## src/rtl/irqmux_pkg.sv

```systemverilog
package irqmux_pkg;
  // Each channel owns a slot of this many words in the register map.
  localparam int unsigned SLOT_W = 4;
  localparam int unsigned SLOT_WORDS = 1 << SLOT_W;
  // Word positions inside a slot; software relies on these.
  localparam logic [SLOT_W-1:0] SLOT_MASK_WORD = 4'h4;
  localparam logic [SLOT_W-1:0] SLOT_PEND_WORD = 4'h8;

  typedef enum logic [1:0] {
    REG_NONE = 2'd0,
    REG_MASK = 2'd1,
    REG_PEND = 2'd2
  } reg_kind_e;

  function automatic reg_kind_e slot_kind(input logic [SLOT_W-1:0] word);
    if (word == SLOT_MASK_WORD) return REG_MASK;
    if (word == SLOT_PEND_WORD) return REG_PEND;
    return REG_NONE;
  endfunction
endpackage

```

## src/rtl/irqmux_sync.sv

```systemverilog
module irqmux_sync #(
  parameter int unsigned WIDTH = 32
) (
  input  logic             clk,
  input  logic             rst_n,
  input  logic [WIDTH-1:0] async_i,
  output logic [WIDTH-1:0] sync_o
);
  logic [WIDTH-1:0] stage1_q;
  logic [WIDTH-1:0] stage2_q;

  always_ff @(posedge clk or negedge rst_n) begin
    if (!rst_n) begin
      stage1_q <= '0;
      stage2_q <= '0;
    end else begin
      stage1_q <= async_i;
      stage2_q <= stage1_q;
    end
  end

  assign sync_o = stage2_q;

  // Cycles since reset, so the depth-2 check never looks before reset.
  logic [1:0] age_q;
  always_ff @(posedge clk or negedge rst_n) begin
    if (!rst_n) age_q <= 2'd0;
    else if (age_q != 2'd2) age_q <= age_q + 2'd1;
  end

  // the synchronized sources lag the raw inputs by exactly two edges.
  p_sync_delay_r4: assert property (@(posedge clk) disable iff (!rst_n)
    (age_q == 2'd2) |-> (sync_o == $past(async_i, 2)));
endmodule

```

## src/rtl/irqmux_channel.sv

```systemverilog
module irqmux_channel #(
  parameter int unsigned NUM_SRC = 32
) (
  input  logic               clk,
  input  logic               rst_n,
  input  logic               load_i,
  input  logic [NUM_SRC-1:0] load_data_i,
  input  logic [NUM_SRC-1:0] src_i,
  output logic [NUM_SRC-1:0] mask_o,
  output logic [NUM_SRC-1:0] pend_o,
  output logic               irq_o
);
  logic [NUM_SRC-1:0] mask_q;
  logic               irq_q;

  always_ff @(posedge clk or negedge rst_n) begin
    if (!rst_n) mask_q <= '0;
    else if (load_i) mask_q <= load_data_i;
  end

  assign pend_o = src_i & mask_q;
  assign mask_o = mask_q;

  // Registered so the output never glitches while sources change.
  always_ff @(posedge clk or negedge rst_n) begin
    if (!rst_n) irq_q <= 1'b0;
    else irq_q <= |pend_o;
  end

  assign irq_o = irq_q;

  // a selected write lands in the mask on the next edge.
  p_mask_load_r2: assert property (@(posedge clk) disable iff (!rst_n)
    load_i |=> (mask_q == $past(load_data_i)));

  // with no write selecting this channel, the mask holds.
  p_mask_hold_r6: assert property (@(posedge clk) disable iff (!rst_n)
    !load_i |=> $stable(mask_q));

  // a zero mask means the output is low one edge later.
  p_irq_off_r5: assert property (@(posedge clk) disable iff (!rst_n)
    (mask_q == '0) |=> !irq_o);
endmodule

```

## src/rtl/irqmux_regs.sv

```systemverilog
module irqmux_regs
  import irqmux_pkg::*;
#(
  parameter int unsigned NUM_CH  = 8,
  parameter int unsigned NUM_SRC = 32,
  parameter int unsigned ADDR_W  = 8
) (
  input  logic                            clk,
  input  logic                            rst_n,
  input  logic                            rd_en_i,
  input  logic                            wr_en_i,
  input  logic [ADDR_W-1:0]               addr_i,
  input  logic [NUM_CH-1:0][NUM_SRC-1:0]  masks_i,
  input  logic [NUM_CH-1:0][NUM_SRC-1:0]  pends_i,
  output logic [NUM_CH-1:0]               load_o,
  output logic [NUM_SRC-1:0]              rd_data_o
);
  localparam int unsigned CH_FIELD_W = ADDR_W - SLOT_W;

  logic [SLOT_W-1:0]     slot_word;
  logic [CH_FIELD_W-1:0] ch_field;
  reg_kind_e             kind;
  logic [NUM_CH-1:0]     hit_mask;
  logic [NUM_CH-1:0]     hit_pend;
  logic [NUM_SRC-1:0]    rd_mux;
  logic [NUM_SRC-1:0]    rd_q;

  assign slot_word = addr_i[SLOT_W-1:0];
  assign ch_field  = addr_i[ADDR_W-1:SLOT_W];
  assign kind      = slot_kind(slot_word);

  for (genvar c = 0; c < NUM_CH; c++) begin : g_hit
    logic ch_match;
    assign ch_match    = (ch_field == CH_FIELD_W'(c));
    assign hit_mask[c] = ch_match && (kind == REG_MASK);
    assign hit_pend[c] = ch_match && (kind == REG_PEND);
    assign load_o[c]   = wr_en_i && hit_mask[c];
  end

  always_comb begin
    rd_mux = '0;
    for (int c = 0; c < NUM_CH; c++) begin
      if (hit_mask[c]) rd_mux = masks_i[c];
      if (hit_pend[c]) rd_mux = pends_i[c];
    end
  end

  always_ff @(posedge clk or negedge rst_n) begin
    if (!rst_n) rd_q <= '0;
    else if (rd_en_i) rd_q <= rd_mux;
  end

  assign rd_data_o = rd_q;

  // a write never selects more than one channel mask.
  p_one_load_r6: assert property (@(posedge clk) disable iff (!rst_n)
    $onehot0(load_o));

  // writes to pending words never load a mask.
  p_pend_write_ignored_r6: assert property (@(posedge clk) disable iff (!rst_n)
    (kind != REG_MASK) |-> (load_o == '0));

  // unmapped reads return zero.
  p_unmapped_zero_r7: assert property (@(posedge clk) disable iff (!rst_n)
    (rd_en_i && (hit_mask == '0) && (hit_pend == '0)) |=> (rd_data_o == '0));

  // read data holds between reads.
  p_rdata_hold_r9: assert property (@(posedge clk) disable iff (!rst_n)
    !rd_en_i |=> $stable(rd_data_o));
endmodule

```

## src/rtl/irq_fanout_mux.sv

```systemverilog
module irq_fanout_mux
  import irqmux_pkg::*;
#(
  parameter int unsigned NUM_CH  = 8,
  parameter int unsigned NUM_SRC = 32,
  parameter int unsigned ADDR_W  = 8
) (
  input  logic               clk,
  input  logic               rst_n,
  input  logic [NUM_SRC-1:0] src_i,
  input  logic               rd_en_i,
  input  logic               wr_en_i,
  input  logic [ADDR_W-1:0]  addr_i,
  input  logic [NUM_SRC-1:0] wr_data_i,
  output logic [NUM_SRC-1:0] rd_data_o,
  output logic [NUM_CH-1:0]  irq_o
);
  logic [NUM_SRC-1:0]              src_sync;
  logic [NUM_CH-1:0][NUM_SRC-1:0]  masks;
  logic [NUM_CH-1:0][NUM_SRC-1:0]  pends;
  logic [NUM_CH-1:0]               load;

  irqmux_sync #(.WIDTH(NUM_SRC)) u_sync (
    .clk     (clk),
    .rst_n   (rst_n),
    .async_i (src_i),
    .sync_o  (src_sync)
  );

  irqmux_regs #(.NUM_CH(NUM_CH), .NUM_SRC(NUM_SRC), .ADDR_W(ADDR_W)) u_regs (
    .clk       (clk),
    .rst_n     (rst_n),
    .rd_en_i   (rd_en_i),
    .wr_en_i   (wr_en_i),
    .addr_i    (addr_i),
    .masks_i   (masks),
    .pends_i   (pends),
    .load_o    (load),
    .rd_data_o (rd_data_o)
  );

  for (genvar c = 0; c < NUM_CH; c++) begin : g_ch
    irqmux_channel #(.NUM_SRC(NUM_SRC)) u_ch (
      .clk         (clk),
      .rst_n       (rst_n),
      .load_i      (load[c]),
      .load_data_i (wr_data_i),
      .src_i       (src_sync),
      .mask_o      (masks[c]),
      .pend_o      (pends[c]),
      .irq_o       (irq_o[c])
    );
  end

  // the register map must fit every channel slot.
  initial begin
    p_map_fits_r1: assert ((NUM_CH * SLOT_WORDS) <= (1 << ADDR_W));
  end
endmodule

```

## config.mk

```make
export PLATFORM = sky130hd
export DESIGN_NAME = irq_fanout_mux
export DESIGN_NICKNAME = d
export VERILOG_FILES = /design/src/rtl/irqmux_pkg.sv /design/src/rtl/irqmux_sync.sv /design/src/rtl/irqmux_channel.sv /design/src/rtl/irqmux_regs.sv /design/src/rtl/irq_fanout_mux.sv
export SDC_FILE = /design/constraint.sdc
export NUM_CORES = 1
export LEC_CHECK = 0
export CELL_PAD_IN_SITES_DETAIL_PLACEMENT = 1
export CELL_PAD_IN_SITES_GLOBAL_PLACEMENT = 1
export CORE_MARGIN = 3
export CORE_UTILIZATION = 40
export DETAILED_ROUTE_END_ITERATION = 6
export PLACE_DENSITY_LB_ADDON = 0.1
export SLEW_MARGIN = 40
export SYNTH_ARGS = -nofsm -noshare
export SYNTH_HDL_FRONTEND = slang
export SYNTH_SLANG_ARGS = --single-unit
```

## constraint.sdc

```tcl
create_clock -name clk -period 3.6 [get_ports clk]
set_clock_uncertainty 0.2 [all_clocks]
set_input_delay 0.72 -clock clk [delete_from_list [all_inputs] [get_ports clk]]
set_output_delay 0.72 -clock clk [all_outputs]
set_load 0.02 [all_outputs]
```

==> results of run 1 <==
## state kept, by name, summed over array words and instances (netlist names)
name,count
u_sync.sync_o,32
g_ch.u_ch.irq_o,8
u_sync.stage1_q,32
g_ch.u_ch.mask_o,256
u_regs.rd_data_o,32
## synthesized netlist by cell type (4+ instances only)
master,instances
sky130_fd_sc_hd__a2111oi_0,9
sky130_fd_sc_hd__a211oi_1,8
sky130_fd_sc_hd__a21oi_1,65
sky130_fd_sc_hd__a221o_1,6
sky130_fd_sc_hd__a221oi_1,22
sky130_fd_sc_hd__a222oi_1,6
sky130_fd_sc_hd__a22o_1,36
sky130_fd_sc_hd__a22oi_1,73
sky130_fd_sc_hd__a2bb2oi_1,8
sky130_fd_sc_hd__a31o_2,4
sky130_fd_sc_hd__a31oi_1,33
sky130_fd_sc_hd__a32oi_1,4
sky130_fd_sc_hd__and3_1,6
sky130_fd_sc_hd__buf_1,4
sky130_fd_sc_hd__buf_2,49
sky130_fd_sc_hd__buf_4,10
sky130_fd_sc_hd__buf_6,4
sky130_fd_sc_hd__clkbuf_1,72
sky130_fd_sc_hd__dfrtp_1,360
sky130_fd_sc_hd__inv_1,8
sky130_fd_sc_hd__mux2_2,261
sky130_fd_sc_hd__mux2i_1,13
sky130_fd_sc_hd__mux4_2,12
sky130_fd_sc_hd__nand2_1,122
sky130_fd_sc_hd__nand2b_1,5
sky130_fd_sc_hd__nand3_1,41
sky130_fd_sc_hd__nand3b_1,5
sky130_fd_sc_hd__nand4_1,28
sky130_fd_sc_hd__nor2_1,26
sky130_fd_sc_hd__nor2b_1,5
sky130_fd_sc_hd__nor3_1,9
sky130_fd_sc_hd__nor4_1,6
sky130_fd_sc_hd__o211ai_1,11
sky130_fd_sc_hd__o21a_1,11
sky130_fd_sc_hd__o21ai_0,88
sky130_fd_sc_hd__o21ai_1,8
sky130_fd_sc_hd__o221ai_1,12
sky130_fd_sc_hd__o22a_1,6
sky130_fd_sc_hd__o22ai_1,8
sky130_fd_sc_hd__o2bb2ai_1,5
sky130_fd_sc_hd__o32ai_1,5
sky130_fd_sc_hd__or4_1,10
## power groups by stage
stage	registers (µW)	logic [µW]	clock network, µW
finish	4560	1200	4480
global route	4580	1260	4720
CTS	4550	1190	4570
detailed placement	4620	1180	0
global placement	4620	1170	0
floorplan	4470	620	0
## cell families after synthesis
family	synth area share
flops	0.5051
mux	0.1885
simple gates	0.08691
compound gates	0.1807
buf+inv	0.03886
## worst paths after layout
path                                      endpoint          startpoint
max                           u_regs.rd_data_o[18]           addr_i[3]
max reg2reg                     g_ch[1].u_ch.irq_o    u_sync.sync_o[2]
max in group asynchronous  g_ch[3].u_ch.mask_o[20]               rst_n
min in group asynchronous  g_ch[5].u_ch.mask_o[31]               rst_n
min                               u_sync.sync_o[8]  u_sync.stage1_q[8]
min reg2reg                       u_sync.sync_o[8]  u_sync.stage1_q[8]
## metrics by stage
| step | utilization | worst slack, ps | std cells |
|---|---|---|---|
| final | 0.4919 | 183.0 | 2279 |
| after global routing | 0.4919 | 284.0 | 2279 |
| after CTS | 0.4918 | 412.4 | 2278 |
| after detailed placement | 0.4586 | -183.6 | 2202 |
| after global placement | 0.4586 | -145.3 | 2202 |
| after floorplan | - | 973.2 | 1551 |
## layer usage
metal  vias up  track usage  part of all wire
met1      7832       0.4419              0.41
met2       771       0.5202              0.46
met4         2       0.1624             0.054
met3       189      0.06199             0.079
met5         -            0           0.00018
li1       6184            -                 -
## cell type report
| class | instances | area [µm²] | area share |
|---|---|---|---|
| repair buffers | 207 | 2022 | 0.09439 |
| inverters | 10 | 37.54 | 0.001752 |
| clock buffers | 63 | 1252 | 0.05847 |
| multi-input cells | 1041 | 8184 | 0.3820 |
| well taps | 585 | 732.0 | 0.03417 |
| flip-flops and latches | 360 | 9010 | 0.4206 |
| clock inverters | 12 | 181.4 | 0.008469 |
| diodes | 1 | 2.502 | 0.0001168 |
## worst max-delay path: cells and delay by family
| family | cells | cell delay (ps) |
|---|---|---|
| AO/OA/AOI/OAI | 3 | 1270 |
| buffers and inverters | 3 | 1080 |
| multiplexers | 1 | 570 |
## what timing repair did
action | CTS | global route
endpoints found under the hold margin | 56 | 0
buffers inserted | 0 | 0
hold buffers | 1 | 0
resized for setup | 0 | 0
endpoints found under the setup margin | 0 | 0
==> run metrics, run 1 <==
proportion of power drawn by the clock network=0.437; CTS H-Tree Depth=2; Relative slew margins=0.3119; flip-flop and latch count after synthesis=360; overall power after layout=10240 µW; Nets=1739; area growth from synthesis to layout=20.10%; most frequent standard cell in the layout excluding fill and tap cells=sky130_fd_sc_hd__dfrtp_1; standard-cell rows=76; Total Negative Setup Slacks=0 ps; gate count of the mapped netlist=1551; Sequential Power Share=0.446; combinational cell fraction of total power=0.117; number of max-capacitance violations reported=0; hold_ws=143.3 ps; Most used DFF post-synth=sky130_fd_sc_hd__dfrtp_1; antenna violations before repair=3; area fraction of the dominant cell type after synthesis=0.5051; overall die width=217.2 µm; reported leakage power=0.009368 µW; Post-synth EDFFs=0; max-slew violation count=0; Net Sw Frac=0.2701; number of global-route vias before repair=15370; Worst Path Arrival=3640 ps; sequential share of the synthesized area=0.5051; average wire length per cell after detail routing=34.48 µm; mean area per synthesized cell=11.50 µm²; Syn. warnings=0; cell area after placement=19970 µm²; Vias=14980; global-route wire length before repair=112200 µm; maximum number of pins on one net before global-route repair=73; clock period minus final worst setup slack=3417 ps; leading cell types by total area after synthesis=sky130_fd_sc_hd__dfrtp_1 (51%), sky130_fd_sc_hd__mux2_2 (16%), sky130_fd_sc_hd__a22oi_1 (3.1%), sky130_fd_sc_hd__nand2_1 (2.6%), sky130_fd_sc_hd__o21ai_0 (2.5%); fraction of registers with async set/reset=1.000; net count after synthesis=1627; most frequent cells in the layout=sky130_fd_sc_hd__dfrtp_1 (359), sky130_fd_sc_hd__mux2_2 (261), sky130_fd_sc_hd__nand2_1 (122); Num Clock Sinks=360; delay contributed by the slowest stage of the critical path=930 ps; grt total ovfl=0; number of DRC markers in iteration 0=1676; post-synth cell types=84; Clk pin slew, worst setup/hold paths=60 ps; number of input and output port buffers inserted=115; slew at the pin closest to its max-slew limit=1006 ps; Clock Root Buffer=sky130_fd_sc_hd__clkbuf_16; number of cell instances on the worst register-to-register path=3; cell area power density=478.0 nW/µm²; unrepaired setup endpoints after global routing=no; area inside the core boundary=43550 µm²; remaining antenna violation count=0; setup slack of the worst register-to-register path=1050 ps; Vert. Die Dim=217.2 µm; fraction of final layout cells with drive strength greater than 1=0.2723; class of the most critical setup path=in -> reg; number of setup violations in the final report=0; Yosys top cell by area=sky130_fd_sc_hd__dfrtp_1; type of element capturing the critical path=flip-flop; layout filler cell count=4690; Achievable Freq=292.7 MHz; wire length reported by the detailed router=78590 µm; Cell Area, Synth=17840 µm²; TritonCTS Buffers=43; clock tree from TritonCTS=done; VDD IR max=415.4 µV; run status=completed; maximum buffer depth of the clock tree=3; largest fanout on the critical path=9; Max stage delay cell, worst path=sky130_fd_sc_hd__a2111oi_0; hold path depth=0; CP Launch Type=primary input; Final Cell Area=21420 µm²; type of the most critical hold path=reg -> reg; internal power=7473 µW; final RePlAce weighted congestion=0.9678; number of vias per cell=6.572; Final Hold Viols=0; critical path, cell by cell=clkdlybuf4s50_1 > buf_4 > inv_1 > mux4_2 > a21boi_0 > a2111oi_0 > o21ai_1; worst-skew pair later-pin latency=580 ps; placed wire-length estimate=57540 µm; post-detailed-route DRC marker count=0; die outline area=47160 µm²; detailed-routing iteration count for the pre-antenna-repair pass=6; initial core utilization=0.4096; critical path required time=3820 ps; boundary pin count=116; all-layer global routing usage=0.3310; switching power of the nets=2766 µW; final period utilization=0.9492
Power figures use the tool's default switching activity.
==> run 2: changes to the inputs <==
--- a/config.mk
+++ b/config.mk
@@ -7,8 +7,9 @@
 export LEC_CHECK = 0
 export CELL_PAD_IN_SITES_DETAIL_PLACEMENT = 1
 export CELL_PAD_IN_SITES_GLOBAL_PLACEMENT = 1
+export CORE_ASPECT_RATIO = 1.4
 export CORE_MARGIN = 3
-export CORE_UTILIZATION = 40
+export CORE_UTILIZATION = 30
 export DETAILED_ROUTE_END_ITERATION = 6
 export PLACE_DENSITY_LB_ADDON = 0.1
 export SLEW_MARGIN = 40
==> run 2 against run 1 <==
Via count down 1.4%. Clock-buffer cell count fell by 9. Non-clock buffer count increased by 9. Final area rose by 0.86%. Largest cell class unchanged. Utilization decreased by 12 points. Hold slack improved by 4.2 ps. Die area up 32%. Maximum frequency rose by 9.0%. Routed wire length up 10%. Clock power decreased by 3%.
==> run metrics, run 2 (synthesis gave the netlist of run 1 again) <==
run status=completed (unchanged); class of the most critical setup path=in -> reg (unchanged); Worst Path Arrival=3360 ps (was 3640 ps); remaining antenna violation count=0 (unchanged); Clock Root Buffer=sky130_fd_sc_hd__clkbuf_16 (unchanged); critical path, cell by cell=clkdlybuf4s50_1 > buf_4 > or4b_1 > buf_4 > o311a_1 > a211oi_1 > o21ai_0 (was clkdlybuf4s50_1 > buf_4 > inv_1 > mux4_2 > a21boi_0 > a2111oi_0 > o21ai_1); number of input and output port buffers inserted=115 (unchanged); fraction of final layout cells with drive strength greater than 1=0.2785 (was 0.2723); Worst path most repeated cell=sky130_fd_sc_hd__buf_4; CTS H-Tree Depth=2 (unchanged); all-layer global routing usage=0.2766 (was 0.3310); clock tree from TritonCTS=done (unchanged); VDD IR max=285.0 µV (was 415.4 µV); Final Hold Viols=0 (unchanged); maximum buffer depth of the clock tree=3 (unchanged); detailed-routing iteration count for the pre-antenna-repair pass=5 (was 6); number of max-capacitance violations reported=0 (unchanged); grt total ovfl=0 (unchanged); global-route wire length before repair=122200 µm (was 112200 µm); critical path required time=3820 ps (about the same); type of element capturing the critical path=flip-flop (unchanged); Clk pin slew, worst setup/hold paths=60 ps (about the same); cell area power density=468.5 nW/µm² (was 478.0 nW/µm²); area growth from synthesis to layout=21.13% (was 20.10%); launch instance of the worst register-to-register path=u_sync.sync_o[28] (was u_sync.sync_o[2]); initial core utilization=0.3037 (was 0.4096); Vert. Die Dim=294.5 µm (was 217.2 µm); boundary pin count=116 (unchanged); final period utilization=0.8710 (was 0.9492); Largest register FFs=256 (unchanged); die outline area=62460 µm² (was 47160 µm²); wire length reported by the detailed router=86710 µm (was 78590 µm); area inside the core boundary=58730 µm² (was 43550 µm²); number of global-route vias before repair=15700 (was 15370); worst-skew pair later-pin latency=570 ps (was 580 ps); Relative slew margins=0.3989 (was 0.3119); overall die width=212.1 µm (was 217.2 µm); largest delay contributor family on the critical path=buffers and inverters (was compound AO/OA/AOI/OAI gates); type of the most critical hold path=reg -> reg (unchanged); Max stage delay cell, worst path=sky130_fd_sc_hd__clkdlybuf4s50_1 (was sky130_fd_sc_hd__a2111oi_0); unrepaired setup endpoints after global routing=no (unchanged); placed wire-length estimate=64720 µm (was 57540 µm); Achievable Freq=318.9 MHz (was 292.7 MHz); post-detailed-route DRC marker count=0 (unchanged); number of resized instances in the post-cts repair step=0 (unchanged); antenna violations before repair=4 (was 3); worst setup path startpoint=addr_i[6] (was addr_i[3]); final RePlAce weighted congestion=0.9189 (was 0.9678); largest fanout on the critical path=12 (was 9); number of setup violations in the final report=0 (unchanged); standard-cell rows=105 (was 76); Total Negative Setup Slacks=0 ps (unchanged); number of DRC markers in iteration 0=1206 (was 1676); Hold Crit Start=u_sync.stage1_q[17] (was u_sync.stage1_q[8]); reported leakage power=0.009371 µW (was 0.009368 µW); most frequent cells in the layout=sky130_fd_sc_hd__dfrtp_1 (359), sky130_fd_sc_hd__mux2_2 (261), sky130_fd_sc_hd__nand2_1 (122) (unchanged); Num Clock Sinks=360 (unchanged); final core utilization=0.3679 (was 0.4919); most frequent standard cell in the layout excluding fill and tap cells=sky130_fd_sc_hd__dfrtp_1 (unchanged); delay contributed by the slowest stage of the critical path=660 ps (was 930 ps); slew at the pin closest to its max-slew limit=898.9 ps (was 1006 ps); clock period minus final worst setup slack=3135 ps (was 3417 ps); TritonCTS Buffers=41 (was 43); number of vias per cell=6.019 (was 6.572); layout filler cell count=6282 (was 4690); Nets=1746 (was 1739); CP Launch Type=primary input (unchanged); average wire length per cell after detail routing=35.35 µm (was 34.48 µm); max-slew violation count=0 (unchanged); count of buffering cells on the critical path with inverters included=3 (unchanged); Vias=14760 (was 14980); maximum number of pins on one net before global-route repair=72 (was 73)
## run 2: cell types whose count changed in the layout (fill, tap and decap cells not counted), sizes merged
cell | previous run | this run
buf | 95 | 104
clkinv | 5 | 14
clkbuf | 63 | 54
diode | 1 | 2
## run 2: worst register-to-register path: stages (launching register included)
cell and delay [ps]:
sky130_fd_sc_hd__dfrtp_1 610, sky130_fd_sc_hd__a22o_1 400, sky130_fd_sc_hd__a221oi_1 560, sky130_fd_sc_hd__nand3_1 190, sky130_fd_sc_hd__or4_1 540
## run 2: path summary, 6_finish.rpt
check	end	slack [ps]	cells past startpoint
worst max-delay path	u_regs.rd_data_o[23]	460	7
worst min-delay path	u_sync.sync_o[17]	150	0
worst max register to register	g_ch[5].u_ch.irq_o	950	4
worst min register to register	u_sync.sync_o[17]	150	0
max in group asynchronous	g_ch[4].u_ch.mask_o[11]	1740	3
min in group asynchronous	g_ch[7].u_ch.mask_o[10]	530	2
## run 2: layout make-up
| class | instances | area, µm² | share of cell area |
|---|---|---|---|
| clock inverter | 21 | 219.0 | 0.01013 |
| tap | 749 | 937.1 | 0.04338 |
| sequential | 360 | 9010 | 0.4170 |
| inverter | 10 | 37.54 | 0.001737 |
| clock buffer | 54 | 1135 | 0.05253 |
| timing repair buffer | 216 | 2077 | 0.09613 |
| antenna | 2 | 5.005 | 0.0002316 |
| multi-input combinational | 1041 | 8185 | 0.3789 |
## run 2: power by group
| group | leakage, µW | switching (µW) | internal, µW |
|---|---|---|---|
| Combinational | 0.00391 | 706 | 507 |
| Sequential | 0.00478 | 310 | 4270 |
| Clock | 0.000677 | 1810 | 2520 |
| Total | 0.00937 | 2830 | 7290 |
## run 2: timing repair
| item | in CTS | in global routing |
|---|---|---|
| hold endpoints to repair | 61 | 0 |
| setup buffers | 0 | 0 |
| hold buffers | 1 | 0 |
## run 2: through the flow
step,setup WS (ps),total power (µW),area (µm²),hold WS [ps],instances
6_report,464.5,10120,21610,147.4,2453
4_1_cts,517.1,10240,21600,149.2,2451
2_1_floorplan,973.2,5087,17840,131.2,1551
3_3_place_gp,-344.5,5844,20230,132.8,2375
5_1_grt,413.8,10500,21600,155.2,2451
3_5_place_dp,-77.00,5859,20240,135.8,2375
## run 2: routing by layer
metal | routed length (µm) | global-route usage | up-vias
met5 | 31 | 0 | -
met4 | 5521 | 0.1499 | 4
met3 | 4157 | 0.03727 | 188
met2 | 42940 | 0.4748 | 573
met1 | 34060 | 0.3353 | 7796
li1 | - | - | 6203
==> run 3: changes to the inputs <==
--- a/config.mk
+++ b/config.mk
@@ -11,7 +11,7 @@
 export CORE_MARGIN = 3
 export CORE_UTILIZATION = 30
 export DETAILED_ROUTE_END_ITERATION = 6
-export PLACE_DENSITY_LB_ADDON = 0.1
+export PLACE_DENSITY = 0.54
 export SLEW_MARGIN = 40
 export SYNTH_ARGS = -nofsm -noshare
 export SYNTH_HDL_FRONTEND = slang
==> run 3 against run 2 <==
Utilization grew 0.23 points. Clock power up 4%. Final area is 0.63% higher. Global-route usage decreased by 0.31 points. Sequential share of layout area decreased by 0.26 points. Non-clock buffer count grew 6. First-iteration DRC count up 1.0%. Flip-flop and latch count did not move. Critical path depth rose by 1. Hold slack worse by 2.8 ps. Critical endpoint is now u_regs.rd_data_o[21]. Largest cell class unchanged.
==> run metrics, run 3 (synthesis gave the netlist of run 1 again) <==
maximum number of pins on one net before global-route repair=86 (was 72); final RePlAce weighted congestion=0.9508 (was 0.9189); remaining antenna violation count=0 (unchanged); number of DRC markers in iteration 0=1218 (was 1206); cell area power density=474.5 nW/µm² (was 468.5 nW/µm²); clock tree from TritonCTS=done (unchanged); placed insts=2381 (was 2375); post-detailed-route DRC marker count=0 (unchanged); overall die width=212.1 µm (unchanged); number of resized instances in the post-cts repair step=0 (unchanged); number of vias per cell=6.075 (was 6.019); detailed-routing iteration count for the pre-antenna-repair pass=5 (unchanged); Largest register FFs=256 (unchanged); Net Sw Frac=0.2739 (was 0.2795); slew at the pin closest to its max-slew limit=946.4 ps (was 898.9 ps); Sequential Power Share=0.444 (was 0.453); number of max-capacitance violations reported=0 (unchanged); number of setup violations in the final report=0 (unchanged); largest fanout on the critical path=20 (was 12); initial core utilization=0.3037 (unchanged); class of the most critical setup path=in -> reg (unchanged); standard-cell rows=105 (unchanged); Relative slew margins=0.3691 (was 0.3989); area occupied by multi-input gates=8184 µm² (was 8185 µm²); run status=completed (unchanged); number of input and output port buffers inserted=115 (unchanged); grt total ovfl=0 (unchanged); fraction of final layout cells with drive strength greater than 1=0.2800 (was 0.2785); Clock Root Buffer=sky130_fd_sc_hd__clkbuf_16 (unchanged); # diodes=0 (was 2); maximum buffer depth of the clock tree=3 (unchanged); placed wire-length estimate=64740 µm (was 64720 µm); most frequent standard cell in the layout excluding fill and tap cells=sky130_fd_sc_hd__dfrtp_1 (unchanged); type of element capturing the critical path=flip-flop (unchanged); Achievable Freq=303.9 MHz (was 318.9 MHz); number of global-route vias before repair=15620 (was 15700); area growth from synthesis to layout=21.89% (was 21.13%); max-slew violation count=0 (unchanged); unrepaired setup endpoints after global routing=no (unchanged); VDD IR max=365.4 µV (was 285.0 µV); average wire length per cell after detail routing=35.15 µm (was 35.35 µm); combinational cell fraction of total power=0.118 (was 0.120); area inside the core boundary=58730 µm² (unchanged); type of the most critical hold path=reg -> reg (unchanged); die outline area=62460 µm² (unchanged); sequential standard cell area=9010 µm² (unchanged); wire length reported by the detailed router=86330 µm (was 86710 µm); global-route wire length before repair=121200 µm (was 122200 µm); Num Clock Sinks=360 (unchanged); antenna violations before repair=1 (was 4); critical path required time=3870 ps (was 3820 ps); hold_ws=144.6 ps (was 147.4 ps); reported leakage power=0.009435 µW (was 0.009371 µW); Vert. Die Dim=294.5 µm (unchanged); Finished Layout Cells=2456 (was 2453); TritonCTS Buffers=41 (unchanged); final core utilization=0.3702 (was 0.3679); internal power=7492 µW (was 7294 µW); Vias=14920 (was 14760); Total Negative Setup Slacks=0 ps (unchanged); layout filler cell count=6253 (was 6282); Post-CTS Setup Repair Bufs=0 (unchanged); Clk pin slew, worst setup/hold paths=60 ps (about the same); CTS H-Tree Depth=2 (unchanged); boundary pin count=116 (unchanged); Final Hold Viols=0 (unchanged); clock period minus final worst setup slack=3291 ps (was 3135 ps); final period utilization=0.9140 (was 0.8710); overall power after layout=10320 µW (was 10120 µW); all-layer global routing usage=0.2734 (was 0.2766); most frequent cells in the layout=sky130_fd_sc_hd__dfrtp_1 (359), sky130_fd_sc_hd__mux2_2 (261), sky130_fd_sc_hd__nand2_1 (122) (unchanged); worst-skew pair later-pin latency=580 ps (was 570 ps); Worst Path Arrival=3560 ps (was 3360 ps); Nets=1752 (was 1746); proportion of power drawn by the clock network=0.438 (was 0.428); CP Launch Type=primary input (unchanged); switching power of the nets=2825 µW (was 2829 µW)
==> run 3: changes by cell type in the layout (fill, tap and decap cells not counted), moves of 2 or more <==
cell	previous run	this run
sky130_fd_sc_hd__clkinv_8	0	2
sky130_fd_sc_hd__clkinv_2	13	5
sky130_fd_sc_hd__clkbuf_8	6	12
sky130_fd_sc_hd__buf_4	86	91
sky130_fd_sc_hd__diode_2	2	0
==> run 3: final timing paths <==
| path | from | end | slack [ps] | depth (start not counted) |
|---|---|---|---|---|
| max reg2reg | u_sync.sync_o[13] | g_ch[3].u_ch.irq_o | 950 | 4 |
| max in group asynchronous | rst_n | u_sync.sync_o[6] | 1680 | 3 |
| min in group asynchronous | rst_n | g_ch[7].u_ch.mask_o[0] | 500 | 2 |
| max | addr_i[2] | u_regs.rd_data_o[21] | 310 | 8 |
| min reg2reg | u_sync.stage1_q[20] | u_sync.sync_o[20] | 140 | 0 |
| min | u_sync.stage1_q[20] | u_sync.sync_o[20] | 140 | 0 |
==> run 3: repair_timing <==
item | 4_1_cts | 5_1_grt
endpoints found under the setup margin | 0 | 0
hold buffers | 1 | 0
endpoints found under the hold margin | 57 | 0
==> run 3: power by group through the flow <==
| stage | clock network, µW | registers, µW | logic [µW] |
|---|---|---|---|
| floorplan | 0 | 4470 | 620 |
| global placement | 0 | 4640 | 1200 |
| detailed placement | 0 | 4650 | 1210 |
| CTS | 4620 | 4580 | 1220 |
| global route | 4790 | 4600 | 1290 |
| finish | 4510 | 4580 | 1220 |
==> run 3: critical path: stages <==
cell                              delay, ps
sky130_fd_sc_hd__clkdlybuf4s50_1        560
sky130_fd_sc_hd__buf_4                  230
sky130_fd_sc_hd__nor4b_4                570
sky130_fd_sc_hd__buf_4                  430
sky130_fd_sc_hd__a21oi_1                150
sky130_fd_sc_hd__o21ai_0                430
sky130_fd_sc_hd__a211oi_1               190
sky130_fd_sc_hd__o31ai_1                280
==> run 3: metrics by stage <==
| step | setup WS (ps) | area (µm²) |
|---|---|---|
| finish | 309.4 | 21740 |
| global route | 228.1 | 21740 |
| CTS | 381.8 | 21740 |
| detailed placement | -210.9 | 20290 |
| global placement | -203.0 | 20290 |
| floorplan | 973.2 | 17840 |
==> run 3: cell type report <==
class	count	area share
clock buffer	61	0.05617
clock inverter	13	0.009956
inverter	10	0.001727
multi-input combinational	1041	0.3764
sequential	360	0.4144
tap	749	0.04311
timing repair buffer	222	0.09818
==> run 3: layer usage <==
metal	routed length, µm	global-route usage
met1	33560	0.3252
met4	5532	0.1505
met2	42910	0.4762
met3	4328	0.03599
met5	0	0
